`src/rtl/lps_pkg.sv`:
```
package lps_pkg;

    typedef enum logic [1:0] {
        ST_DIS  = 2'b00,
        ST_RST  = 2'b01,
        ST_INIT = 2'b10,
        ST_OPER = 2'b11
    } if_state_e;

endpackage

```
`src/rtl/lps_sync.sv`:
```
module lps_sync #(
    parameter int STAGES = 2
) (
    input  logic clk,
    input  logic rst_n,
    input  logic d_i,
    output logic q_o
);
    logic [STAGES-1:0] sh_d, sh_q;

    generate
        if (STAGES == 1) begin : g_single
            always_comb sh_d = d_i;
        end else begin : g_chain
            always_comb sh_d = {sh_q[STAGES-2:0], d_i};
        end
    endgenerate

    always_ff @(posedge clk or negedge rst_n) begin
        if (!rst_n) sh_q <= '0;
        else        sh_q <= sh_d;
    end

    assign q_o = sh_q[STAGES-1];
endmodule

```
`src/rtl/lps_activity.sv`:
```
module lps_activity #(
    parameter int PULSE_WIN = 8
) (
    input  logic clk,
    input  logic rst_n,
    input  logic lvl_i,
    input  logic pulsed_i,
    output logic act_o
);
    localparam int AGE_W = $clog2(PULSE_WIN + 1);
    localparam logic [AGE_W-1:0] WIN = AGE_W'(PULSE_WIN);

    typedef struct packed {
        logic             prev;
        logic [AGE_W-1:0] age;
    } act_regs_t;

    act_regs_t r_d, r_q;
    logic      rise;

    always_comb begin
        r_d      = r_q;
        rise     = lvl_i & ~r_q.prev;
        r_d.prev = lvl_i;
        if (rise)               r_d.age = '0;
        else if (r_q.age < WIN) r_d.age = r_q.age + 1'b1;
        if (pulsed_i) act_o = rise | (r_q.age < WIN);
        else          act_o = lvl_i;
    end

    always_ff @(posedge clk or negedge rst_n) begin
        if (!rst_n) begin
            r_q.prev <= 1'b0;
            r_q.age  <= WIN;
        end else begin
            r_q <= r_d;
        end
    end
endmodule

```
`src/rtl/lps_fsm.sv`:
```
module lps_fsm
    import lps_pkg::*;
#(
    parameter int DIS_LIM  = 16,
    parameter int INIT_CYC = 6
) (
    input  logic      clk,
    input  logic      rst_n,
    input  logic      act_i,
    output if_state_e state_o,
    output logic      flush_req_o,
    output logic      flush_stat_o
);
    localparam int MAXC  = (DIS_LIM > INIT_CYC) ? DIS_LIM : INIT_CYC;
    localparam int CNT_W = $clog2(MAXC + 1);
    localparam logic [CNT_W-1:0] DIS_END  = CNT_W'(DIS_LIM - 1);
    localparam logic [CNT_W-1:0] INIT_END = CNT_W'(INIT_CYC - 1);

    typedef struct packed {
        if_state_e        st;
        logic [CNT_W-1:0] cnt;
        logic             fl_req;
        logic             fl_stat;
    } fsm_regs_t;

    fsm_regs_t r_d, r_q;
    logic      entering_idle;

    always_comb begin
        r_d = r_q;
        unique case (r_q.st)
            ST_OPER: begin
                if (!act_i) begin
                    r_d.st  = ST_RST;
                    r_d.cnt = '0;
                end
            end
            ST_RST: begin
                if (act_i) begin
                    r_d.st  = ST_INIT;
                    r_d.cnt = '0;
                end else if (r_q.cnt == DIS_END) begin
                    r_d.st  = ST_DIS;
                    r_d.cnt = '0;
                end else begin
                    r_d.cnt = r_q.cnt + 1'b1;
                end
            end
            ST_DIS: begin
                if (act_i) begin
                    r_d.st  = ST_INIT;
                    r_d.cnt = '0;
                end
            end
            ST_INIT: begin
                if (!act_i) begin
                    r_d.st  = ST_RST;
                    r_d.cnt = '0;
                end else if (r_q.cnt == INIT_END) begin
                    r_d.st  = ST_OPER;
                    r_d.cnt = '0;
                end else begin
                    r_d.cnt = r_q.cnt + 1'b1;
                end
            end
            default: begin
                r_d.st  = ST_DIS;
                r_d.cnt = '0;
            end
        endcase
        entering_idle = ((r_d.st == ST_RST) || (r_d.st == ST_DIS)) && (r_d.st != r_q.st);
        r_d.fl_req    = entering_idle;
        r_d.fl_stat   = entering_idle;
    end

    always_ff @(posedge clk or negedge rst_n) begin
        if (!rst_n) begin
            r_q.st      <= ST_DIS;
            r_q.cnt     <= '0;
            r_q.fl_req  <= 1'b0;
            r_q.fl_stat <= 1'b0;
        end else begin
            r_q <= r_d;
        end
    end

    assign state_o      = r_q.st;
    assign flush_req_o  = r_q.fl_req;
    assign flush_stat_o = r_q.fl_stat;
endmodule

```
`src/rtl/lps_iface_ctrl.sv`:
```
module lps_iface_ctrl
    import lps_pkg::*;
#(
    parameter int SYNC_STAGES = 2,
    parameter int PULSE_WIN   = 8,
    parameter int DIS_LIM     = 16,
    parameter int INIT_CYC    = 6
) (
    input  logic       clk,
    input  logic       rst_n,
    input  logic       link_pwr_i,
    input  logic       pulse_sel_i,
    input  logic       isolated_i,
    input  logic       lreq_i,
    input  logic       stat_evt_i,
    output logic [1:0] if_state_o,
    output logic       lreq_pass_o,
    output logic       stat_pass_o,
    output logic       flush_req_o,
    output logic       flush_stat_o
);
    logic      pwr_sync;
    logic      pulsed;
    logic      present;
    if_state_e st;
    logic      is_oper;

    assign pulsed = pulse_sel_i | isolated_i;

    lps_sync #(.STAGES(SYNC_STAGES)) u_sync (
        .clk   (clk),
        .rst_n (rst_n),
        .d_i   (link_pwr_i),
        .q_o   (pwr_sync)
    );

    lps_activity #(.PULSE_WIN(PULSE_WIN)) u_act (
        .clk      (clk),
        .rst_n    (rst_n),
        .lvl_i    (pwr_sync),
        .pulsed_i (pulsed),
        .act_o    (present)
    );

    lps_fsm #(.DIS_LIM(DIS_LIM), .INIT_CYC(INIT_CYC)) u_fsm (
        .clk          (clk),
        .rst_n        (rst_n),
        .act_i        (present),
        .state_o      (st),
        .flush_req_o  (flush_req_o),
        .flush_stat_o (flush_stat_o)
    );

    assign is_oper     = (st == ST_OPER);
    assign if_state_o  = st;
    assign lreq_pass_o = lreq_i & is_oper;
    assign stat_pass_o = stat_evt_i & is_oper;
endmodule

```
`config.mk`:
```
export PLATFORM = sky130hd
export DESIGN_NAME = lps_iface_ctrl
export DESIGN_NICKNAME = d
export VERILOG_FILES = /design/src/rtl/lps_pkg.sv /design/src/rtl/lps_sync.sv /design/src/rtl/lps_activity.sv /design/src/rtl/lps_fsm.sv /design/src/rtl/lps_iface_ctrl.sv
export SDC_FILE = /design/constraint.sdc
export NUM_CORES = 1
export LEC_CHECK = 0
export BUFFER_PORTS_ARGS = -buffer_cell sky130_fd_sc_hd__buf_2
export CORE_MARGIN = 1
export CORE_UTILIZATION = 50
export CTS_CLUSTER_DIAMETER = 80
export DETAILED_ROUTE_END_ITERATION = 10
export PLACE_DENSITY = 0.84
export SYNTH_ARGS = -nofsm -noshare
export SYNTH_HDL_FRONTEND = slang
export SYNTH_HIERARCHICAL = 1
export SYNTH_SLANG_ARGS = --single-unit
```
`constraint.sdc`:
```
create_clock -name clk -period 2.4 [get_ports clk]
set_clock_uncertainty 0.15 [all_clocks]
set_input_delay 0.24 -clock clk [delete_from_list [all_inputs] [get_ports clk]]
set_output_delay 0.24 -clock clk [all_outputs]
set_load 0.05 [all_outputs]
```
# Word level (Yosys, flattened, before mapping)
# Index checks and enable logic that the tools add are counted.
[classes]
n_addsub = 2
magnitude_cmp = 1
n_eq_ne = 9
mux = 12
n_bitwise = 6
reduce_logical = 6
[ops]
columns = ["op", "count"]
rows = [
  ["two-way mux 7 bit", 4],
  ["one-hot mux 7 bit (4 select lines)", 1],
  ["two-way mux 5 bit", 2],
  ["two-way mux 4 bit", 2],
  ["adder 5 x 1 -> 5 bit (second input constant)", 1],
  ["equality test 5 x 3 -> 1 bit (second input constant)", 1],
  ["equality test 5 x 4 -> 1 bit (second input constant)", 1],
  ["adder 4 x 1 -> 4 bit (second input constant)", 1],
  ["equality test 2 x 1 -> 1 bit (second input constant)", 2],
  ["equality test 2 bit (second input constant)", 2],
  ["zero test 2 bit", 2],
  ["less-than comparator 4 bit (second input constant)", 1],
  ["two-way mux 2 bit", 2],
  ["bitwise AND 1 bit", 3],
  ["!= test 2 x 1 -> 1 bit (second input constant)", 1],
  ["!= test 2 bit", 1],
  ["!= test 2 bit (second input constant)", 1],
  ["OR 1 bit", 2],
  ["AND reduction 2 bit", 1],
  ["nonzero test 2 bit", 1],
  ["logical AND 1 bit", 1],
  ["logical OR 1 bit", 1],
  ["two-way mux 1 bit", 1],
  ["NOT 1 bit", 1],
]
[word_totals]
register_bits = 15
input_bits = 7
word_cells = 42

# Logic depth before layout (Yosys ltp)
[depth]
ltp_word = 9
mapped_depth = 9

# Hierarchy
# The synthesis kept the hierarchy.
[by_module_without_submodules]
columns = ["module", "instances", "cells_per_inst", "area_each_um2", "seq_area_each_um2"]
rows = [
  ["lps_fsm", 1, 53, 516.7, 200.2],
  ["lps_activity", 1, 20, 219.0, 126.4],
  ["lps_sync", 1, 2, 50.0, 50.0],
  ["lps_iface_ctrl", 1, 3, 18.8, 0.0],
]

# Least setup slack after synthesis
# Ideal clock, no wire load.
[synth_timing]
path_type = "register to register"
startpoint = "reg u_fsm/r_q[2] (netlist bit)"
endpoint = "reg u_fsm/r_q[5] (netlist bit)"
setup_ns = 0.066
t_arrival_ns = 1.759
setup_slack_ns = 0.425
path_stages_with_launch = 9
cell_sequence = "dfrtp_1 > ha_1 > nand3_1 > inv_1 > ha_1 > or4b_4 > o21ai_4 > a21o_1 > a22o_1"
[synth_between]
elab_chain_len = 4
word_cells_on_any_way = 8
cone_classes = "1 x add/sub; 2 x eq/ne; 5 x mux"
[synth_lines]
columns = ["item", "line_no", "source"]
rows = [
  ["start, declared", "lps_fsm.sv:26", "fsm_regs_t r_d, r_q;"],
  ["start signal, assigned", "lps_fsm.sv:83", "r_q <= r_d;"],
  ["adder 5 x 1 -> 5 bit (tied with other cells)", "lps_fsm.sv:46, lps_fsm.sv:63", ""],
  ["two-way mux 5 bit, on equally long branches", "lps_fsm.sv:59, lps_fsm.sv:42", ""],
  ["two-way mux 7 bit, on equally long branches", "lps_fsm.sv:56, lps_fsm.sv:39", ""],
  ["one-hot mux 7 bit (4 select lines) (*)", "lps_fsm.sv:31", "unique case (r_q.st)"],
]
# Mark *: on every way between the ends. The rest lies on a longest branch, timed or not.
# A chain may end at the register's enable or synchronous reset.

# Worst setup path in the final report
# Ends and elaborated chain as after synthesis.

==> results.yml <==
outcome:
  outcome: "complete, no violations"
sta:
  max_slew_margin_pct: 77.1
  setup_viol: 0
  drv_slew: 0
  final-hold-violation-count: 0
  rsz0062_at_grt: "false"
  worstMarginPinSlew_ns: 0.343
  setup_tns_ns: 0
  min_period_ns: 2.11
  finalCritPeriodShare_pct: 87.8
  fmax_ghz: 0.475
floorplanning:
  die_h_um: 42.1
  num_rows: 14
  start_util_pct: 53.4
  num_io_pins: 13
  die_w_um: 42.1
  dieArea_um2: 1770
  core_area_um2: 1510
cts:
  htreeDepth: 1
  clk_path_buf_depth: 2
  clock_latency_ns: 0.27
  clk_pin_slew_ns: 0.09
  cts_tree: "done"
  cts_buffers: 3
  post_cts_buffers: 0
  cts.sinks: 15
  cts_root_buf: "clkbuf_4"
critical_path:
  end_kind: "register"
  crit_fanout: 6
  worst-path-buf-inv: 1
  critPathLaunchType: "register"
  crit_chain: "ha_1, nand3_1, inv_1, ha_1, or4b_4, o21ai_4, a21o_1, a22o_1"
  slowest_stage: "or4b_4"
  path_delay_family: "simple AND/OR/NAND/NOR gates"
  setup.worst_path.class: "register to register"
  crit_top_cell: "ha_1"
  crit_arrival_ns: 2.18
  max_stage_delay_ns: 0.50
  cp.required_ns: 2.47
grt:
  grt_pass1_vias: 509
  grt_pass1_wl_mm: 2.14
  grt_max_degree: 16
  overflow: 0
  track_usage_pct: 15.8
  grt_antenna_before_repair: 0
synth:
  synth_edf_count: 0
  synth_top_area_share_pct: 43.5
  synth_seq_area_share_pct: 46.8
  synth.avg_cell_area_um2: 10.3
  syn_nets: 90
  ys_warn_count: 6
  synth_area_um2: 805
  ys.flop_type: "dfrtp_1"
  ys_types: 29
  synth.largest_area_cell: "dfrtp_1"
  synthTopCellsByCount: "dfrtp_1 (14), nor2_1 (7), inv_1 (6)"
  synth_cells: 78
  yosysMostFrequentCell: "dfrtp_1"
  ys_ff_latch: 15
  synth.area.top_cells: "dfrtp_1 (44%), ha_1 (7.8%), dfstp_2 (3.3%)"
  async_flop_share_pct: 100
routing:
  wl_met2_um: 591
  drt_iter0_drc: 9
  routed_wl_mm: 1.26
  wl_met1_um: 618
  vias: 565
  maxUsedRoutingLayer: "met3"
  drc: 0
  drtPass1Iterations: 4
  ant_nets: 0
  vias_per_cell: 5.33
  wl_per_cell_um: 11.9
  dr_wl_met3_um: 51
placement:
  dpl_cell_area_um2: 840
  post-dp-hpwl_um: 958
  portBuffers: 12
  gp_congestion: 0.824
layout:
  drive_gt1_share_pct: 24.4
  insertedDiodeCount: 0
  multi_input_area_um2: 353
  area_growth_pct: 10.3
  nets: 103
  final_area_um2: 887
  seq_area_um2: 377
  n_fill_cell: 113
power_and_ir_drop:
  max-vdd-ir-drop_mv: 0.491
  power.density_nw_per_um2: 1100
  p_leak_nw: 0.446
run:
  maxCapViolations: 0
worst_hold_path:
  hp-class: "register to register"
==> state kept, by name, indices dropped and copies added, names as in the netlist <==
| name | cells |
|---|---|
| u_fsm/flush_stat_o | 1 |
| u_fsm/r_q | 5 |
| u_act/r_q | 5 |
| u_fsm/state_o | 2 |
| u_sync/sh_q | 2 |
==> placed cells by master, fill, tap and decap left out <==
cell	Yosys	layout
a21o_1	1	1
a21oi_1	2	2
a22o_1	2	2
a31oi_1	2	2
and3_1	2	2
and4bb_2	1	1
buf_2	2	12
buf_4	3	1
clkbuf_4	0	3
clkinv_2	0	1
dfrtp_1	14	14
dfstp_2	1	1
dlygate4sd3_1	0	2
ha_1	5	5
inv_1	6	6
mux2i_1	2	2
nand2_1	5	5
nand3_1	5	5
nand3b_1	3	3
nor2_1	7	7
nor2b_1	1	1
nor2b_2	1	1
o21ai_0	3	3
o21ai_4	1	1
o31ai_1	2	2
or2_1	1	1
or3_1	1	1
or4b_4	1	1
xnor2_1	1	1
xor2_1	1	1
==> layout make-up <==
type,count,share of cell area (%)
inverter,6,2.54
tap,16,2.26
timing repair buffer,15,9.87
clock buffer,3,2.54
sequential,15,42.5
clock inverter,1,0.564
multi-input combinational,50,39.8
==> final timing paths <==
| path | from | endpoint | slack (ns) | cells past startpoint |
|---|---|---|---|---|
| worst min register to register | u_sync/sh_q[0]$_DFF_PN0_ | u_sync/sh_q[1]$_DFF_PN0_ | 0.22 | 0 |
| worst min-delay path | u_sync/sh_q[0]$_DFF_PN0_ | u_sync/sh_q[1]$_DFF_PN0_ | 0.22 | 0 |
| min in group asynchronous | rst_n | u_fsm/state_o[0]$_DFF_PN0_ | 0.23 | 2 |
| worst max-delay path | u_fsm/r_q[2]$_DFFE_PN0P_ | u_fsm/r_q[5]$_DFFE_PN0P_ | 0.29 | 8 |
| worst max register to register | u_fsm/r_q[2]$_DFFE_PN0P_ | u_fsm/r_q[5]$_DFFE_PN0P_ | 0.29 | 8 |
| max in group asynchronous | rst_n | u_act/r_q[3]$_DFFE_PN1P_ | 1.58 | 2 |
==> stage by stage <==
step                util, %  instances  hold WS, ns  worst slack, ns  total power, mW
floorplan                 -         78       -0.206            0.425            0.774
finish                 58.9        106        0.216            0.293            0.972
detailed placement     55.7        100      0.00808            0.301            0.838
global placement       55.7        100      0.00513            0.384            0.809
CTS                    58.9        106        0.221            0.281            0.981
global route           58.9        106        0.231            0.195             1.04
==> timing repair <==
action,4_1_cts,5_1_grt
hold buffers,2,0
endpoints found under the setup margin,0,0
gates resized for setup,0,0
hold endpoints to repair,16,0
==> per-layer routing <==
metal / global-route usage, % / vias to the layer above
met5: 0 / -
met4: 4.38 / 0
met3: 3.88 / 0
met2: 26.6 / 12
met1: 20.5 / 267
li1: - / 286
==> kinds of logic (layout without fill, tap and decap cells) <==
family	count (synthesis)	after routing	synth area share [%]
mux	2	2	2.49
buf+inv	13	25	9.33
xor+xnor	2	2	2.18
compound gates	13	13	11.7
simple gates	28	28	19.8
flops	15	15	46.8
fa+ha+maj	5	5	7.78
==> where the power goes <==
group	switching, mW	total, mW	leakage, nW	internal [mW]
logic	0.248	0.404	0.244	0.156
clock network	0.0784	0.140	0.0177	0.0616
registers	0.0995	0.428	0.184	0.328
Note: power is estimated with default switching activity, not from simulation.
